## src/rtl/ser3w_pkg.sv

```systemverilog
package ser3w_pkg;

    localparam int DEF_WIPER_W   = 8;
    localparam int DEF_SYNC_DEPTH = 2;

    // serial event decoded from the synchronized lines, one per clk
    typedef enum logic [1:0] {
        EV_NONE,
        EV_LOAD,
        EV_SHIFT,
        EV_COMMIT
    } ser_ev_e;

    function automatic int frame_len(input int wiper_w);
        return 2 * wiper_w + 1;
    endfunction

endpackage

```

## src/rtl/ser3w_sync.sv

```systemverilog
module ser3w_sync #(
    parameter int WIDTH  = 3,
    parameter int STAGES = 2
) (
    input  logic             clk,
    input  logic             rst_n,
    input  logic [WIDTH-1:0] d_i,
    output logic [WIDTH-1:0] q_o
);

    for (genvar b = 0; b < WIDTH; b++) begin : g_bit
        logic [STAGES-1:0] chain_d;
        logic [STAGES-1:0] chain_q;

        always_comb begin
            chain_d = {chain_q[STAGES-2:0], d_i[b]};
        end

        always_ff @(posedge clk or negedge rst_n) begin
            if (!rst_n) chain_q <= '0;
            else        chain_q <= chain_d;
        end

        assign q_o[b] = chain_q[STAGES-1];
    end

endmodule

```

## src/rtl/ser3w_core.sv

```systemverilog
module ser3w_core
    import ser3w_pkg::*;
#(
    parameter int WIPER_W = DEF_WIPER_W,
    localparam int FL     = 2 * WIPER_W + 1
) (
    input  logic               clk,
    input  logic               rst_n,
    input  logic               sel_i,
    input  logic               sclk_i,
    input  logic               din_i,
    output logic [WIPER_W-1:0] wiper0_o,
    output logic [WIPER_W-1:0] wiper1_o,
    output logic               stack_o,
    output logic [FL-1:0]      frame_o
);

    typedef struct packed {
        logic [FL-1:0]      frame;
        logic [WIPER_W-1:0] w0;
        logic [WIPER_W-1:0] w1;
        logic               stk;
        logic               sel_prev;
        logic               sclk_prev;
    } state_t;

    state_t  st_d, st_q;
    ser_ev_e ev;

    always_comb begin
        ev = EV_NONE;
        if (sel_i && !st_q.sel_prev)
            ev = EV_LOAD;
        else if (!sel_i && st_q.sel_prev)
            ev = EV_COMMIT;
        else if (sel_i && sclk_i && !st_q.sclk_prev)
            ev = EV_SHIFT;

        st_d           = st_q;
        st_d.sel_prev  = sel_i;
        st_d.sclk_prev = sclk_i;

        case (ev)
            EV_LOAD: begin
                st_d.frame[0] = st_q.stk;
                for (int k = 0; k < WIPER_W; k++) begin
                    st_d.frame[1 + k]           = st_q.w1[WIPER_W - 1 - k];
                    st_d.frame[1 + WIPER_W + k] = st_q.w0[WIPER_W - 1 - k];
                end
            end
            EV_SHIFT: begin
                st_d.frame = {st_q.frame[FL-2:0], din_i};
            end
            EV_COMMIT: begin
                st_d.stk = st_q.frame[0];
                for (int k = 0; k < WIPER_W; k++) begin
                    st_d.w1[WIPER_W - 1 - k] = st_q.frame[1 + k];
                    st_d.w0[WIPER_W - 1 - k] = st_q.frame[1 + WIPER_W + k];
                end
            end
            default: ;
        endcase
    end

    always_ff @(posedge clk or negedge rst_n) begin
        if (!rst_n) st_q <= '0;
        else        st_q <= st_d;
    end

    assign wiper0_o = st_q.w0;
    assign wiper1_o = st_q.w1;
    assign stack_o  = st_q.stk;
    assign frame_o  = st_q.frame;

endmodule

```

## src/rtl/ser3w_wiper_port.sv

```systemverilog
module ser3w_wiper_port
    import ser3w_pkg::*;
#(
    parameter int WIPER_W     = DEF_WIPER_W,
    parameter int SYNC_STAGES = DEF_SYNC_DEPTH
) (
    input  logic               clk,
    input  logic               rst_n,
    input  logic               ser_sel,
    input  logic               ser_clk,
    input  logic               ser_din,
    output logic [WIPER_W-1:0] wiper0,
    output logic [WIPER_W-1:0] wiper1,
    output logic               stack_sel,
    output logic               ser_cascade
);

    localparam int FL = 2 * WIPER_W + 1;

    logic [2:0]    pins_s;
    logic          sel_s;
    logic          sclk_s;
    logic          din_s;
    logic [FL-1:0] frame;

    ser3w_sync #(
        .WIDTH  (3),
        .STAGES (SYNC_STAGES)
    ) u_sync (
        .clk   (clk),
        .rst_n (rst_n),
        .d_i   ({ser_sel, ser_clk, ser_din}),
        .q_o   (pins_s)
    );

    assign sel_s  = pins_s[2];
    assign sclk_s = pins_s[1];
    assign din_s  = pins_s[0];

    ser3w_core #(
        .WIPER_W (WIPER_W)
    ) u_core (
        .clk      (clk),
        .rst_n    (rst_n),
        .sel_i    (sel_s),
        .sclk_i   (sclk_s),
        .din_i    (din_s),
        .wiper0_o (wiper0),
        .wiper1_o (wiper1),
        .stack_o  (stack_sel),
        .frame_o  (frame)
    );

    assign ser_cascade = frame[FL-1];

endmodule

```

## config.mk

```make
export PLATFORM = sky130hd
export DESIGN_NAME = ser3w_wiper_port
export DESIGN_NICKNAME = d
export VERILOG_FILES = /design/src/rtl/ser3w_pkg.sv /design/src/rtl/ser3w_sync.sv /design/src/rtl/ser3w_core.sv /design/src/rtl/ser3w_wiper_port.sv
export SDC_FILE = /design/constraint.sdc
export NUM_CORES = 1
export LEC_CHECK = 0
export CAP_MARGIN = 0
export CORE_MARGIN = 4
export CORE_UTILIZATION = 50
export CTS_CLUSTER_DIAMETER = 80
export DETAILED_ROUTE_END_ITERATION = 6
export PLACE_DENSITY = 0.84
export SLEW_MARGIN = 10
export SYNTH_ARGS = -nofsm -noshare
export SYNTH_HDL_FRONTEND = slang
export SYNTH_SLANG_ARGS = --single-unit
```

## constraint.sdc

```tcl
create_clock -name clk -period 2.22 [get_ports clk]
set_input_delay 0.222 -clock clk [delete_from_list [all_inputs] [get_ports clk]]
set_output_delay 0.222 -clock clk [all_outputs]
set_load 0.02 [all_outputs]
```

## Word-level counts from Yosys, hierarchy flattened

Cells that the tools add are included.

- Output and inout bits: 18
- Register bits: 42
- Input bits: 5

- Eq/ne operators: 3
- Reductions and logical operators: 8
- Mux-type cells: 4

Operators with widths:

| cell | number |
|---|---|
| $pmux W17 S2 | 1 |
| $mux W2 | 3 |
| $eq A2 B2 Y1 const B | 2 |
| $logic_and A1 B1 Y1 | 4 |
| $logic_not A1 Y1 | 3 |
| $eq A2 B1 Y1 const B | 1 |
| $reduce_bool A2 Y1 | 1 |

## Longest topological paths before layout

- Word-level depth: 7
- Mapped depth: 11
- Mapped depth without buffers: 7

## Modules after synthesis

A second synthesis with hierarchy kept.

- Cell total of the unflattened synthesis: 161
- Area, all modules: 2006.9 um^2

Modules (own cells, without submodules):

| module | area each (um^2) | cells an instance | times used | sequential area each (um^2) |
|---|---|---|---|---|
| ser3w_core | 1834.3 | 152 | 1 | 900.9 |
| ser3w_sync | 172.7 | 9 | 1 | 150.1 |

## Worst setup path after synthesis

Ideal clock, no wire load.

- Path type: reg2reg
- Start point: register u_sync.g_bit[2].chain_q[1]
- End point: register u_core.st_q (netlist bit u_core.frame_o[6])
- Setup slack: 0.393 ns
- Buffers on the path: 4
- Library setup time: 0.120 ns
- Data arrival time: 1.707 ns
- Stages on the path, launching flop included: 12
- Path through: dfrtp_1 -> inv_1 -> ha_1 -> buf_6 -> buf_12 -> inv_1 -> a21oi_1 -> ha_1 -> buf_6 -> buf_12 -> mux2i_1 -> o21ai_2

- Longest elaborated chain between the ends: 7
- Elaborated cells between the ends (all ways): 12

Ends and longest elaborated chain:

| element | line | source |
|---|---|---|
| from (decl) | ser3w_sync.sv:13 | `logic [STAGES-1:0] chain_q;` |
| from (signal assigned) | ser3w_sync.sv:21 | `else chain_q <= chain_d;` |
| $logic_and A1 B1 Y1 (2 in series) | ser3w_core.sv:36 | `else if (sel_i && sclk_i && !st_q.sclk_prev)` |
| $mux W2 | ser3w_core.sv:36 |  |
| $mux W2 | ser3w_core.sv:34 | `else if (!sel_i && st_q.sel_prev)` |
| $mux W2 (*) | ser3w_core.sv:32 | `if (sel_i && !st_q.sel_prev)` |
| $eq A2 B2 Y1 or $eq A2 B1 Y1 (tied branches) | ser3w_core.sv:43 | `case (ev)` |
| $pmux W17 S2 or $reduce_bool A2 Y1 (tied branches) | - |  |
| to (signal assigned) | ser3w_core.sv:67 | `else st_q <= st_d;` |
| to (decl) | ser3w_core.sv:27 | `state_t st_d, st_q;` |

Mark *: on every way between the ends. The rest lies on a longest branch, timed or not.
A chain may end at the register's enable or synchronous reset.

## Worst setup path in the final report

- Start point: register u_sync.g_bit[2].chain_q[1]
- End point: register u_core.st_q (netlist bit u_core.frame_o[3])

Same word-level chain as after synthesis.

==> flow_summary.json <==
{
  "nets": 158,
  "r2r-start": "u_sync.g_bit[2].chain_q[1]$_DFF_PN0_",
  "setup_viol": 0,
  "start_util_pct": 53.5,
  "period_needed_ns": 1.73,
  "routed_wl_um": 2860,
  "path_delay_family": "flip-flops",
  "core_area_um2": 3470,
  "synth_area_um2": 1860,
  "ff2ff_setup_slack_ns": 0.49,
  "cts-htree-levels": 2,
  "status": "finished clean",
  "setup_ws_ns": 0.485,
  "area_delta_synth_final_pct": 9.57,
  "cts_root_buf": "clkbuf_8",
  "min_period_over_period_pct": 78.1,
  "p_leak_uw": 0.000915,
  "io_pins": 23,
  "synth-seq-cells": 42,
  "ys_warn_count": 0,
  "clock-skew-final_ns": 0.00819,
  "switching_power_uw": 410,
  "insertedDiodeCount": 0,
  "cp.arrival_ns": 1.89,
  "hold_buffers": 0,
  "crit_path_start_kind": "flip-flop",
  "timing.slew.headroom_pct": 39.7,
  "vias_per_cell": 5.17,
  "wire_per_inst_um": 14.6,
  "avgSynthCellArea_um2": 13.2,
  "synth_top_area_cell": "dfrtp_1",
  "synth_cell_types": 17,
  "power.internal_uw": 1140,
  "grt-ovfl-total": 0,
  "grt_setup_unrepaired": "false",
  "place_ws_ns": 0.479,
  "final.setup.tns_ns": 0,
  "postCtsSetupRepairBufs": 0,
  "numCtsBuffers": 5,
  "nFillCells": 292,
  "netSwitchingFraction_pct": 26.5,
  "cts_tree": "done",
  "antenna_found_initial": 0,
  "place_area_um2": 1960,
  "drive_above_1_share_pct": 19.3,
  "cp_max_fo": 17,
  "fin_total_pwr_uw": 1550,
  "dp_cells": 189,
  "syn_inst": 141,
  "cap_violations": 0,
  "grt_pass1_wl_um": 4840,
  "rows": 21,
  "clk_latency_ns": 0.29,
  "yosys-top-cells-area": "dfrtp_1 57%, mux2i_1 9.2%, mux2_4 7.3%",
  "ys_seq_area_share_pct": 56.6,
  "io_buffers": 22,
  "synth_nets": 149,
  "instances_no_fill": 196,
  "crit_buf_inv": 3,
  "cts_buffer_depth": 2,
  "fmax_mhz": 576,
  "via_count": 1013,
  "seqPwrFrac_pct": 55.7,
  "place_congestion": 0.746,
  "finalMaxSlewViolations": 0,
  "die_area_um2": 4750,
  "p_per_area_nw_per_um2": 760,
  "grt_pass1_vias": 1056,
  "synth_top_area_share_pct": 56.6,
  "drtPass1Iterations": 4,
  "hpwl_um": 1910,
  "cts_resized": 0,
  "fp.dieH_um": 68.9,
  "worstSetupStartpoint": "u_sync.g_bit[2].chain_q[1]$_DFF_PN0_",
  "hp-class": "primary input to asynchronous set/reset pin",
  "hold_violations": 0,
  "ant_nets": 0,
  "grt_use_total_pct": 14.2,
  "drc": 0,
  "die_x_um": 68.9,
  "clk_pin_slew_ns": 0.08,
  "design_area_um2": 2030,
  "required_ns": 2.38,
  "worst_pin_slew_ns": 0.904,
  "cp_slowest_stage_delay_ns": 0.41,
  "p_clk_share_pct": 29.5,
  "clock-sinks": 42,
  "crit_chain": "inv_1, ha_1, inv_1, a21oi_1, ha_1, buf_4, mux2i_1, o21ai_0",
  "share_comb_of_total_power_pct": 14.7,
  "peakVddDrop_uv": 522,
  "drt_iter0_markers": 66,
  "grt_max_degree": 43,
  "cp-end-kind": "flip-flop",
  "crit_type": "flip-flop to flip-flop",
  "slowest_stage": "dfrtp_1"
}
==> through the flow <==
stage / util (%) / hold slack, ns
floorplan: - / -0.0736
global placement: 56.4 / 0.334
detailed placement: 56.4 / 0.340
CTS: 58.7 / 0.0781
global route: 58.7 / 0.123
finish: 58.7 / 0.0505
==> final timing paths <==
path,endpoint,cells past startpoint
worst max-delay path,u_core.frame_o[3]$_DFFE_PN0P_,8
worst min-delay path,u_core.wiper1_o[6]$_DFFE_PN0N_,1
worst max register to register,u_core.frame_o[3]$_DFFE_PN0P_,8
worst min register to register,u_sync.g_bit[0].chain_q[1]$_DFF_PN0_,0
max in group asynchronous,u_core.wiper1_o[1]$_DFFE_PN0N_,1
min in group clk,u_sync.g_bit[0].chain_q[1]$_DFF_PN0_,0
==> cell usage after synthesis, drive strengths merged <==
cell,instances
clkbuf,1
dfrtp,42
nand3b,1
buf,22
a21oi,1
mux2,17
o21ai,17
inv,3
nand2,17
ha,3
mux2i,17
==> routing by layer <==
metal	track usage, %	vias up	share of wire, %
li1	-	474	-
met1	17.1	512	44
met2	22.4	25	50
met3	6.16	2	5.4
met4	5.84	0	0.49
met5	0	-	0
==> cells by family after synthesis <==
| family | Yosys count | share of synthesized area, % |
|---|---|---|
| muxes | 34 | 21.3 |
| and+or+nand+nor | 18 | 3.84 |
| buffers and inverters | 26 | 11.2 |
| AOI/OAI and AO/OA | 18 | 5.05 |
| DFF | 42 | 56.6 |
| adders and majority gates | 3 | 2.02 |
==> power by group through the flow <==
stage          clock, µW  combinational [µW]  sequential (µW)
4_1_cts              475                 231              863
6_report             457                 228              862
3_3_place_gp           0                 221              872
5_1_grt              512                 248              872
3_5_place_dp           0                 230              878
2_1_floorplan          0                 171              872
==> cells in the final DEF (no fill, tap or decap) <==
master / n
nand3b_1: 1
mux2i_1: 17
o21ai_1: 9
inv_1: 3
o21ai_0: 7
mux2_4: 9
clkinv_2: 2
nand2_1: 17
clkdlybuf4s50_1: 21
a21oi_1: 1
o21ai_2: 1
buf_4: 3
mux2_2: 8
clkbuf_8: 5
dfrtp_1: 42
buf_2: 1
ha_1: 3
==> state kept, by name, summed over array words and instances, names as in the netlist <==
signal and count:
u_sync.g_bit.chain_q 6, u_core.wiper1_o 8, u_core.wiper0_o 8, u_core.frame_o 17, u_core.stack_o 1, u_core.st_q 2
==> cell type report <==
| class | count | area [µm²] | area share, % |
|---|---|---|---|
| Clock buffer | 5 | 68.8 | 3.38 |
| Multi-Input combinational cell | 73 | 598 | 29.4 |
| Sequential cell | 42 | 1050 | 51.7 |
| Clock inverter | 2 | 10.0 | 0.492 |
| Inverter | 3 | 11.3 | 0.554 |
| Timing Repair Buffer | 25 | 238 | 11.7 |
| Tap cell | 46 | 57.6 | 2.83 |
No activity file was read; power rests on OpenSTA's default activity.
